File: src/rtl/tick_counter16.sv
module tick_counter16 #(
  parameter int DW  = 8,
  parameter int PSW = 2
) (
  input  logic          clk,
  input  logic          rst_n,
  input  logic          ctl_we,
  input  logic [7:0]    ctl_wdata,
  output logic [7:0]    ctl_rd,
  input  logic          lo_we,
  input  logic          hi_we,
  input  logic [DW-1:0] cnt_wdata,
  output logic [DW-1:0] cnt_lo,
  output logic [DW-1:0] cnt_hi,
  input  logic          ext_clk,
  input  logic          tick_en,
  input  logic          evt_clr,
  input  logic          flag_clr,
  output logic          ovf_flag
);
  localparam int CW  = 2 * DW;
  localparam int PCW = (1 << PSW) - 1;
  localparam int B_RUN = 7;
  localparam int B_SRC = 6;
  localparam int B_ASY = 5;
  localparam logic [7:0] CTL_MASK = 8'((1 << B_RUN) | (1 << B_SRC) | (1 << B_ASY) | ((1 << PSW) - 1));

  logic [7:0]     ctl_q;
  logic [CW-1:0]  cnt_q;
  logic [PCW-1:0] psc_q;
  logic [2:0]     sy_q;
  logic           raw_q;

  wire           run = ctl_q[B_RUN];
  wire           src = ctl_q[B_SRC];
  wire           asy = ctl_q[B_ASY];
  wire [PSW-1:0] ps  = ctl_q[PSW-1:0];

  wire ext_edge = asy ? (ext_clk & ~raw_q) : (sy_q[1] & ~sy_q[2]);
  wire tick     = src ? ext_edge : tick_en;
  wire adv      = run & tick;

  wire [PCW-1:0] mask = ~({PCW{1'b1}} << ps);
  wire fire     = adv & ((psc_q & mask) == mask);
  wire byte_wr  = lo_we | hi_we;
  wire psc_rst  = byte_wr | (ctl_we && (ctl_wdata[PSW-1:0] != ps));
  wire wrap     = fire && (cnt_q == {CW{1'b1}}) && !evt_clr && !byte_wr;

  assign ctl_rd = ctl_q;
  assign cnt_lo = cnt_q[DW-1:0];
  assign cnt_hi = cnt_q[CW-1:DW];

  always_ff @(posedge clk or negedge rst_n)
    if (!rst_n) begin
      sy_q  <= '0;
      raw_q <= 1'b0;
    end else begin
      sy_q  <= {sy_q[1:0], ext_clk};
      raw_q <= ext_clk;
    end

  always_ff @(posedge clk or negedge rst_n)
    if (!rst_n)      ctl_q <= '0;
    else if (ctl_we) ctl_q <= ctl_wdata & CTL_MASK;

  always_ff @(posedge clk or negedge rst_n)
    if (!rst_n)       psc_q <= '0;
    else if (psc_rst) psc_q <= '0;
    else if (adv)     psc_q <= fire ? '0 : psc_q + PCW'(1);

  always_ff @(posedge clk or negedge rst_n)
    if (!rst_n)            cnt_q <= '0;
    else if (evt_clr)      cnt_q <= '0;
    else if (byte_wr) begin
      if (lo_we) cnt_q[DW-1:0]  <= cnt_wdata;
      if (hi_we) cnt_q[CW-1:DW] <= cnt_wdata;
    end else if (fire)     cnt_q <= cnt_q + CW'(1);

  always_ff @(posedge clk or negedge rst_n)
    if (!rst_n)        ovf_flag <= 1'b0;
    else if (wrap)     ovf_flag <= 1'b1;
    else if (flag_clr) ovf_flag <= 1'b0;

  p_evt_zero_r9: assert property (@(posedge clk) disable iff (!rst_n)
    evt_clr |=> (cnt_q == '0));
  p_hold_r5: assert property (@(posedge clk) disable iff (!rst_n)
    (!run && !byte_wr && !evt_clr) |=> (cnt_q == $past(cnt_q)));
  p_step_r3: assert property (@(posedge clk) disable iff (!rst_n)
    (!byte_wr && !evt_clr) |=> (cnt_q == $past(cnt_q) || cnt_q == $past(cnt_q) + CW'(1)));
  p_sticky_r7: assert property (@(posedge clk) disable iff (!rst_n)
    (ovf_flag && !flag_clr) |=> ovf_flag);
  p_wrap_sets_r7: assert property (@(posedge clk) disable iff (!rst_n)
    (cnt_q == {CW{1'b1}} && fire && !evt_clr && !byte_wr) |=> (ovf_flag && cnt_q == '0));
  p_clr_r8: assert property (@(posedge clk) disable iff (!rst_n)
    (flag_clr && !fire) |=> !ovf_flag);
  p_psc_rst_r10: assert property (@(posedge clk) disable iff (!rst_n)
    byte_wr |=> (psc_q == '0));
endmodule

File: config.mk
export PLATFORM = sky130hd
export DESIGN_NAME = tick_counter16
export DESIGN_NICKNAME = d
export VERILOG_FILES = /design/src/rtl/tick_counter16.sv
export SDC_FILE = /design/constraint.sdc
export NUM_CORES = 1
export LEC_CHECK = 0
export BUFFER_PORTS_ARGS = -buffer_cell sky130_fd_sc_hd__buf_4
export CORE_MARGIN = 3
export CORE_UTILIZATION = 50
export DETAILED_ROUTE_END_ITERATION = 10
export GPL_TIMING_DRIVEN = 0
export PLACE_DENSITY = 0.78
export SYNTH_ARGS = -nofsm -noshare
export SYNTH_HDL_FRONTEND = slang
export SYNTH_SLANG_ARGS = --single-unit
File: constraint.sdc
create_clock -name clk -period 2 [get_ports clk]
set_clock_uncertainty 0.05 [all_clocks]
set_input_delay 0.4 -clock clk [delete_from_list [all_inputs] [get_ports clk]]
set_output_delay 0.4 -clock clk [all_outputs]
set_load 0.05 [all_outputs]
==> flow_metrics.py, run 1 <==
metrics = {
    "pwr": {
        "internal-power_w": 0.000841,
        "seqPwrFrac": 0.494,
        "pwr_density_cell_nw_per_um2": 612,
        "comb_power_share": 0.290,
        "swShare": 0.352,
        "total_power_w": 0.00130,
        "leakage_nw": 0.897,
        "p_clk_frac": 0.216,
        "vdd_drop_max_uv": 446,
        "p_switching_w": 0.000457,
    },
    "place": {
        "dp_hpwl_um": 3530,
        "gp_congestion": 0.878,
        "numPortBuffers": 41,
        "dp_cells": 274,
    },
    "yosys": {
        "syn_inst": 187,
        "yosysUniqueCellTypes": 50,
        "synthFlopType": "dfrtp_1",
        "yosysSeqAreaShare": 0.416,
        "synthArstFlopShare": 1.00,
        "ys_warn_count": 0,
        "ys_ff_latch": 28,
        "yosysTopAreaCellShare": 0.416,
        "syn-cell-area_um2": 1680,
        "synth-edff-count": 0,
        "yosysTopAreaCell": "dfrtp_1",
        "syn_area_per_cell_um2": 9.01,
        "synthTopCellsByArea": "dfrtp_1 42%, a21oi_1 5.3%, nand2_1 4.0%",
    },
    "layout": {
        "diodes": 0,
        "drive_gt1_frac": 0.287,
        "final_nets": 265,
        "final_cells": 281,
        "fillCellCount": 277,
        "syn2layout_area_growth_pct": 25.9,
        "layout.cells.most_common": "buf_4",
        "mostFrequentLayoutCells": "47 x buf_4, 25 x dfrtp_1, 18 x nand2_1, 18 x a21oi_1",
    },
    "clock_tree": {
        "h-tree-depth": 1,
        "root_buffer": "clkbuf_4",
        "clock_latency_ps": 330,
        "clkTransAtPathRegs_ps": 150,
        "clkSinkCount": 28,
        "cts_buffers": 3,
        "cts_max_path_buffers": 2,
        "cts_tree": "built",
    },
    "drt": {
        "drc": 0,
        "final_antenna_net_count": 0,
        "dr.first_iter.drc_count": 162,
        "routedWlPerCell_um": 16.6,
        "firstDrtPassIters": 6,
        "wl_um": 4680,
        "vias": 1720,
        "vias_per_cell": 6.12,
    },
    "critical_path": {
        "cp_data_arrival_time_ps": 2120,
        "start_kind": "register",
        "crit_fanout": 5,
        "endpoint_kind": "register",
        "crit_required_ps": 2220,
        "worstSetupPathType": "reg2reg",
    },
    "timing": {
        "fin_crit_sh": 0.949,
        "rsz0062_at_grt": "false",
        "fin_hold_ws_ps": 129,
        "max_freq_ghz": 0.527,
        "hold_violations": 0,
        "setup_viol": 0,
        "worstMarginPinSlew_ps": 500,
        "slew_headroom": 0.667,
        "drv_slew": 0,
        "setup_tns_ps": 0,
        "fin_crit_ps": 1900,
    },
    "global_routing": {
        "use_met1": 0.302,
        "busiest_layer": "met2",
        "grt_max_degree": 29,
        "track_usage": 0.234,
        "grt-ovfl-total": 0,
        "grt_pass1_wl_um": 7620,
        "use_met3": 0.0299,
        "gr-usage-met2": 0.396,
        "antenna_found_initial": 0,
        "grt_pass1_vias": 1666,
    },
    "floorplan": {
        "fp.coreArea_um2": 3130,
        "rows": 20,
        "pin_count": 50,
        "chipWidth_um": 64.0,
        "start_util": 0.538,
        "die-area_um2": 4100,
        "die_height_um": 64.0,
    },
    "hold_path": {
        "holdCritPathClass": "in2reg",
    },
    "outcome": {
        "status": "completed",
    },
    "job": {
        "maxCapViolCount": 0,
    },
}
repair_timing:
item | in CTS | in global routing
hold buffers | 1 | 0
buffers inserted | 0 | 2
endpoints found under the setup margin | 0 | 3
endpoints found under the hold margin | 28 | 0
resized for setup | 0 | 2
path summary, 6_finish.rpt:
kind | cells past startpoint | end | startpoint | slack (ps)
worst min register to register | 0 | sy_q[2]$_DFF_PN0_ | sy_q[1]$_DFF_PN0_ | 350
worst max-delay path | 5 | ovf_flag$_DFFE_PN0P_ | cnt_q[0]$_DFFE_PN0P_ | 100
worst min-delay path | 1 | sy_q[0]$_DFF_PN0_ | ext_clk | 130
max in group asynchronous | 2 | cnt_q[1]$_DFFE_PN0P_ | rst_n | 1170
min in group asynchronous | 2 | sy_q[1]$_DFF_PN0_ | rst_n | 450
worst max register to register | 5 | ovf_flag$_DFFE_PN0P_ | cnt_q[0]$_DFFE_PN0P_ | 100
per-layer routing:
layer  vias to the layer above  routed length, um
met5                         -                  0
met4                         0                100
met3                        14                384
met2                        89               2250
met1                       812               1940
li1                        805                  -
critical path, stage by stage (launching register included):
cell     delay, ps
dfrtp_2        430
ha_1           200
and4_1         310
nand3_1        180
or4_1          560
o22ai_2        100
cells by family (layout without fill, tap and decap cells):
group / count (synthesis) / count (layout) / synth area share
muxes: 4 / 4 / 0.0267
AOI/OAI and AO/OA: 65 / 65 / 0.257
DFF: 28 / 28 / 0.416
other: 1 / 3 / 0.00223
and+or+nand+nor: 66 / 66 / 0.214
adders and majority gates: 2 / 2 / 0.0149
buffers and inverters: 18 / 66 / 0.0535
xor gates and xnor gates: 3 / 3 / 0.0156
power groups by stage:
| stage | clock network (W) | registers [W] | logic [W] |
|---|---|---|---|
| detailed placement | 0 | 0.000651 | 0.000370 |
| CTS | 0.000288 | 0.000640 | 0.000372 |
| floorplan | 0 | 0.000744 | 0.000144 |
| finish | 0.000281 | 0.000641 | 0.000376 |
| global route | 0.000309 | 0.000647 | 0.000403 |
| global placement | 0 | 0.000648 | 0.000363 |
synth_stat cells (5+ instances only):
master and number:
nand4_1 5, and2_1 5, nor2_1 5, nand3_1 7, o22ai_1 5, o31ai_1 5
dfrtp_1 28, a21oi_1 18, o21ai_0 8, o211ai_1 7, inv_1 8, nand2_1 18
through the flow:
| stage | setup WS [ps] | area, um2 | utilization |
|---|---|---|---|
| 2_1_floorplan | 85.6 | 1690 | - |
| 3_3_place_gp | 117 | 2060 | 0.658 |
| 3_5_place_dp | 60.0 | 2060 | 0.658 |
| 4_1_cts | 106 | 2100 | 0.672 |
| 5_1_grt | 22.6 | 2120 | 0.678 |
| 6_report | 102 | 2120 | 0.678 |
sequential cells by signal (all words and copies together), names as in the netlist:
name	flops
cnt_q	16
ctl_rd	5
psc_q	3
sy_q	3
ovf_flag	1
area by class of cell:
| type | count | area, um2 | share of cell area |
|---|---|---|---|
| Multi-Input combinational cell | 143 | 901 | 0.425 |
| Inverter | 8 | 30.0 | 0.0142 |
| Sequential cell | 28 | 704 | 0.332 |
| Tap cell | 44 | 55.1 | 0.0260 |
| Timing Repair Buffer | 44 | 333 | 0.157 |
| Clock buffer | 4 | 36.3 | 0.0171 |
| Buffer | 10 | 60.1 | 0.0283 |
No activity file was read; power rests on OpenSTA's default activity.
==> run 2, diff against run 1 <==
CORE_MARGIN = default   (was 3)
==> run 2 against run 1 <==
Critical path depth is the same. Sequential power barely moved. Die area down 12%. Sequential share of layout area is essentially flat. Non-clock buffer count is 1 higher. Final area hardly changed. Combinational power grew 1%. Largest cell class unchanged.
==> flow_metrics.py, run 2 (synthesis results as in run 1) <==
metrics = {
    "layout": {
        "final_nets": 266,
        "regMostFlops": "cnt_q",
        "syn2layout_area_growth_pct": 25.8,
        "drive_gt1_frac": 0.286,
        "mostFrequentLayoutCells": "48 x buf_4, 26 x dfrtp_1, 18 x nand2_1, 18 x a21oi_1",
        "diodes": 0,
        "final_util": 0.677,
        "layout.cells.most_common": "buf_4",
        "fillCellCount": 278,
        "largest_reg_flops": 16,
    },
    "critical_path": {
        "worstSetupPathType": "reg2reg",
        "r2r_slack_ps": 100,
        "start_kind": "register",
        "reg2reg_from": "ctl_rd[1]$_DFFE_PN0P_",
        "cp_data_arrival_time_ps": 2060,
        "crit_required_ps": 2160,
        "worstReg2RegEnd": "cnt_q[9]$_DFFE_PN0P_",
        "r2r_cells": 5,
        "crit_fanout": 7,
        "endpoint_kind": "register",
    },
    "drt": {
        "wl_um": 4700,
        "routedWlPerCell_um": 16.7,
        "final_antenna_net_count": 0,
        "drc": 0,
        "vias_per_cell": 6.19,
        "dr.first_iter.drc_count": 144,
        "vias": 1746,
        "firstDrtPassIters": 4,
    },
    "floorplan": {
        "chipWidth_um": 60.0,
        "rows": 20,
        "start_util": 0.538,
        "fp.coreArea_um2": 3130,
        "die-area_um2": 3600,
        "die_height_um": 60.0,
        "pin_count": 50,
    },
    "pwr": {
        "pwr_density_cell_nw_per_um2": 598,
        "internal-power_w": 0.000809,
        "vdd_drop_max_uv": 367,
        "comb_power_share": 0.300,
        "swShare": 0.361,
        "leakage_nw": 0.898,
        "p_switching_w": 0.000457,
        "p_clk_frac": 0.193,
        "seqPwrFrac": 0.507,
    },
    "timing": {
        "slew_headroom": 0.667,
        "setup_viol": 0,
        "fin_crit_ps": 1900,
        "max_freq_ghz": 0.528,
        "hold_violations": 0,
        "worstMarginPinSlew_ps": 500,
        "fin_crit_sh": 0.948,
        "drv_slew": 0,
        "setup_tns_ps": 0,
        "rsz0062_at_grt": "false",
    },
    "clock_tree": {
        "clock_latency_ps": 330,
        "h-tree-depth": 1,
        "cts_max_path_buffers": 2,
        "clkTransAtPathRegs_ps": 150,
        "cts_buffers": 3,
        "root_buffer": "clkbuf_4",
        "clkSinkCount": 28,
        "cts_tree": "built",
    },
    "job": {
        "maxCapViolCount": 0,
    },
    "hold_path": {
        "min_path_cells": 1,
        "holdCritPathClass": "in2reg",
        "whs_endpoint": "sy_q[0]$_DFF_PN0_",
        "min_from": "ext_clk",
    },
    "global_routing": {
        "busiest_layer": "met2",
        "antenna_found_initial": 0,
        "grt_pass1_wl_um": 7310,
        "grt-ovfl-total": 0,
        "gr-usage-met2": 0.443,
        "grt_max_degree": 29,
        "use_met3": 0.0390,
        "grt_pass1_vias": 1661,
        "track_usage": 0.275,
        "use_met1": 0.364,
    },
    "outcome": {
        "status": "completed",
    },
    "place": {
        "dp_hpwl_um": 3400,
        "numPortBuffers": 41,
        "gp_congestion": 0.884,
    },
}
-- run 2: cell count changes in the layout (fill, tap and decap cells not counted), sizes merged --
cell  previous run  this run
buf             49        50
-- run 2: what timing repair did --
action / in CTS / in global routing
hold buffers: 1 / 0
gates resized for setup: 0 / 2
setup endpoints to repair: 0 / 2
buffers inserted: 0 / 3
hold endpoints to repair: 28 / 0
-- run 2: worst max-delay path by stage --
stage	start	to	slack (ps)	cells past startpoint
floorplan	cnt_q[2]$_DFFE_PN0P_	cnt_q[13]$_DFFE_PN0P_	90	5
global placement	lo_we	cnt_q[11]$_DFFE_PN0P_	120	6
detailed placement	lo_we	cnt_q[9]$_DFFE_PN0P_	90	6
CTS	cnt_q[0]$_DFFE_PN0P_	ovf_flag$_DFFE_PN0P_	100	5
global route	cnt_q[2]$_DFFE_PN0P_	cnt_q[13]$_DFFE_PN0P_	20	5
finish	ctl_rd[1]$_DFFE_PN0P_	cnt_q[9]$_DFFE_PN0P_	100	5
-- run 2: per-stage QoR --
step                worst slack, ps  total power (W)  std cells  area [um2]  hold WS (ps)
floorplan                      85.6         0.000887        189        1690          54.4
CTS                             103          0.00126        279        2090           121
global placement                120          0.00101        274        2060           282
finish                          105          0.00127        282        2120           124
global route                   21.9          0.00132        282        2120           110
detailed placement             85.5          0.00102        274        2060           287
-- run 2: metal layers --
metal  vias up  wire length [um]
li1        808                 -
met1       862              2080
met2        66              2280
met3        10               260
met4         0                80
met5         -                 0
-- run 2: layout make-up --
type,instances,area (um2),area share
clock buffer,4,26.3,0.0124
tap,44,55.1,0.0260
inverter,8,30.0,0.0142
buffer,10,60.1,0.0284
sequential,28,703,0.332
multi-input combinational,143,903,0.426
timing repair buffer,45,340,0.161
-- run 2: power by group through the flow --
stage          Sequential, W  Clock, W  Combinational [W]
2_1_floorplan       0.000744         0           0.000144
3_3_place_gp        0.000649         0           0.000363
3_5_place_dp        0.000652         0           0.000369
4_1_cts             0.000641  0.000247           0.000373
5_1_grt             0.000648  0.000270           0.000404
6_report            0.000643  0.000244           0.000380
-- run 2: critical path: stages (launching register included) --
cell	delay, ps
dfrtp_1	440
nor2b_1	150
o21ai_2	270
nand4_1	370
o311ai_1	390
a21oi_1	100
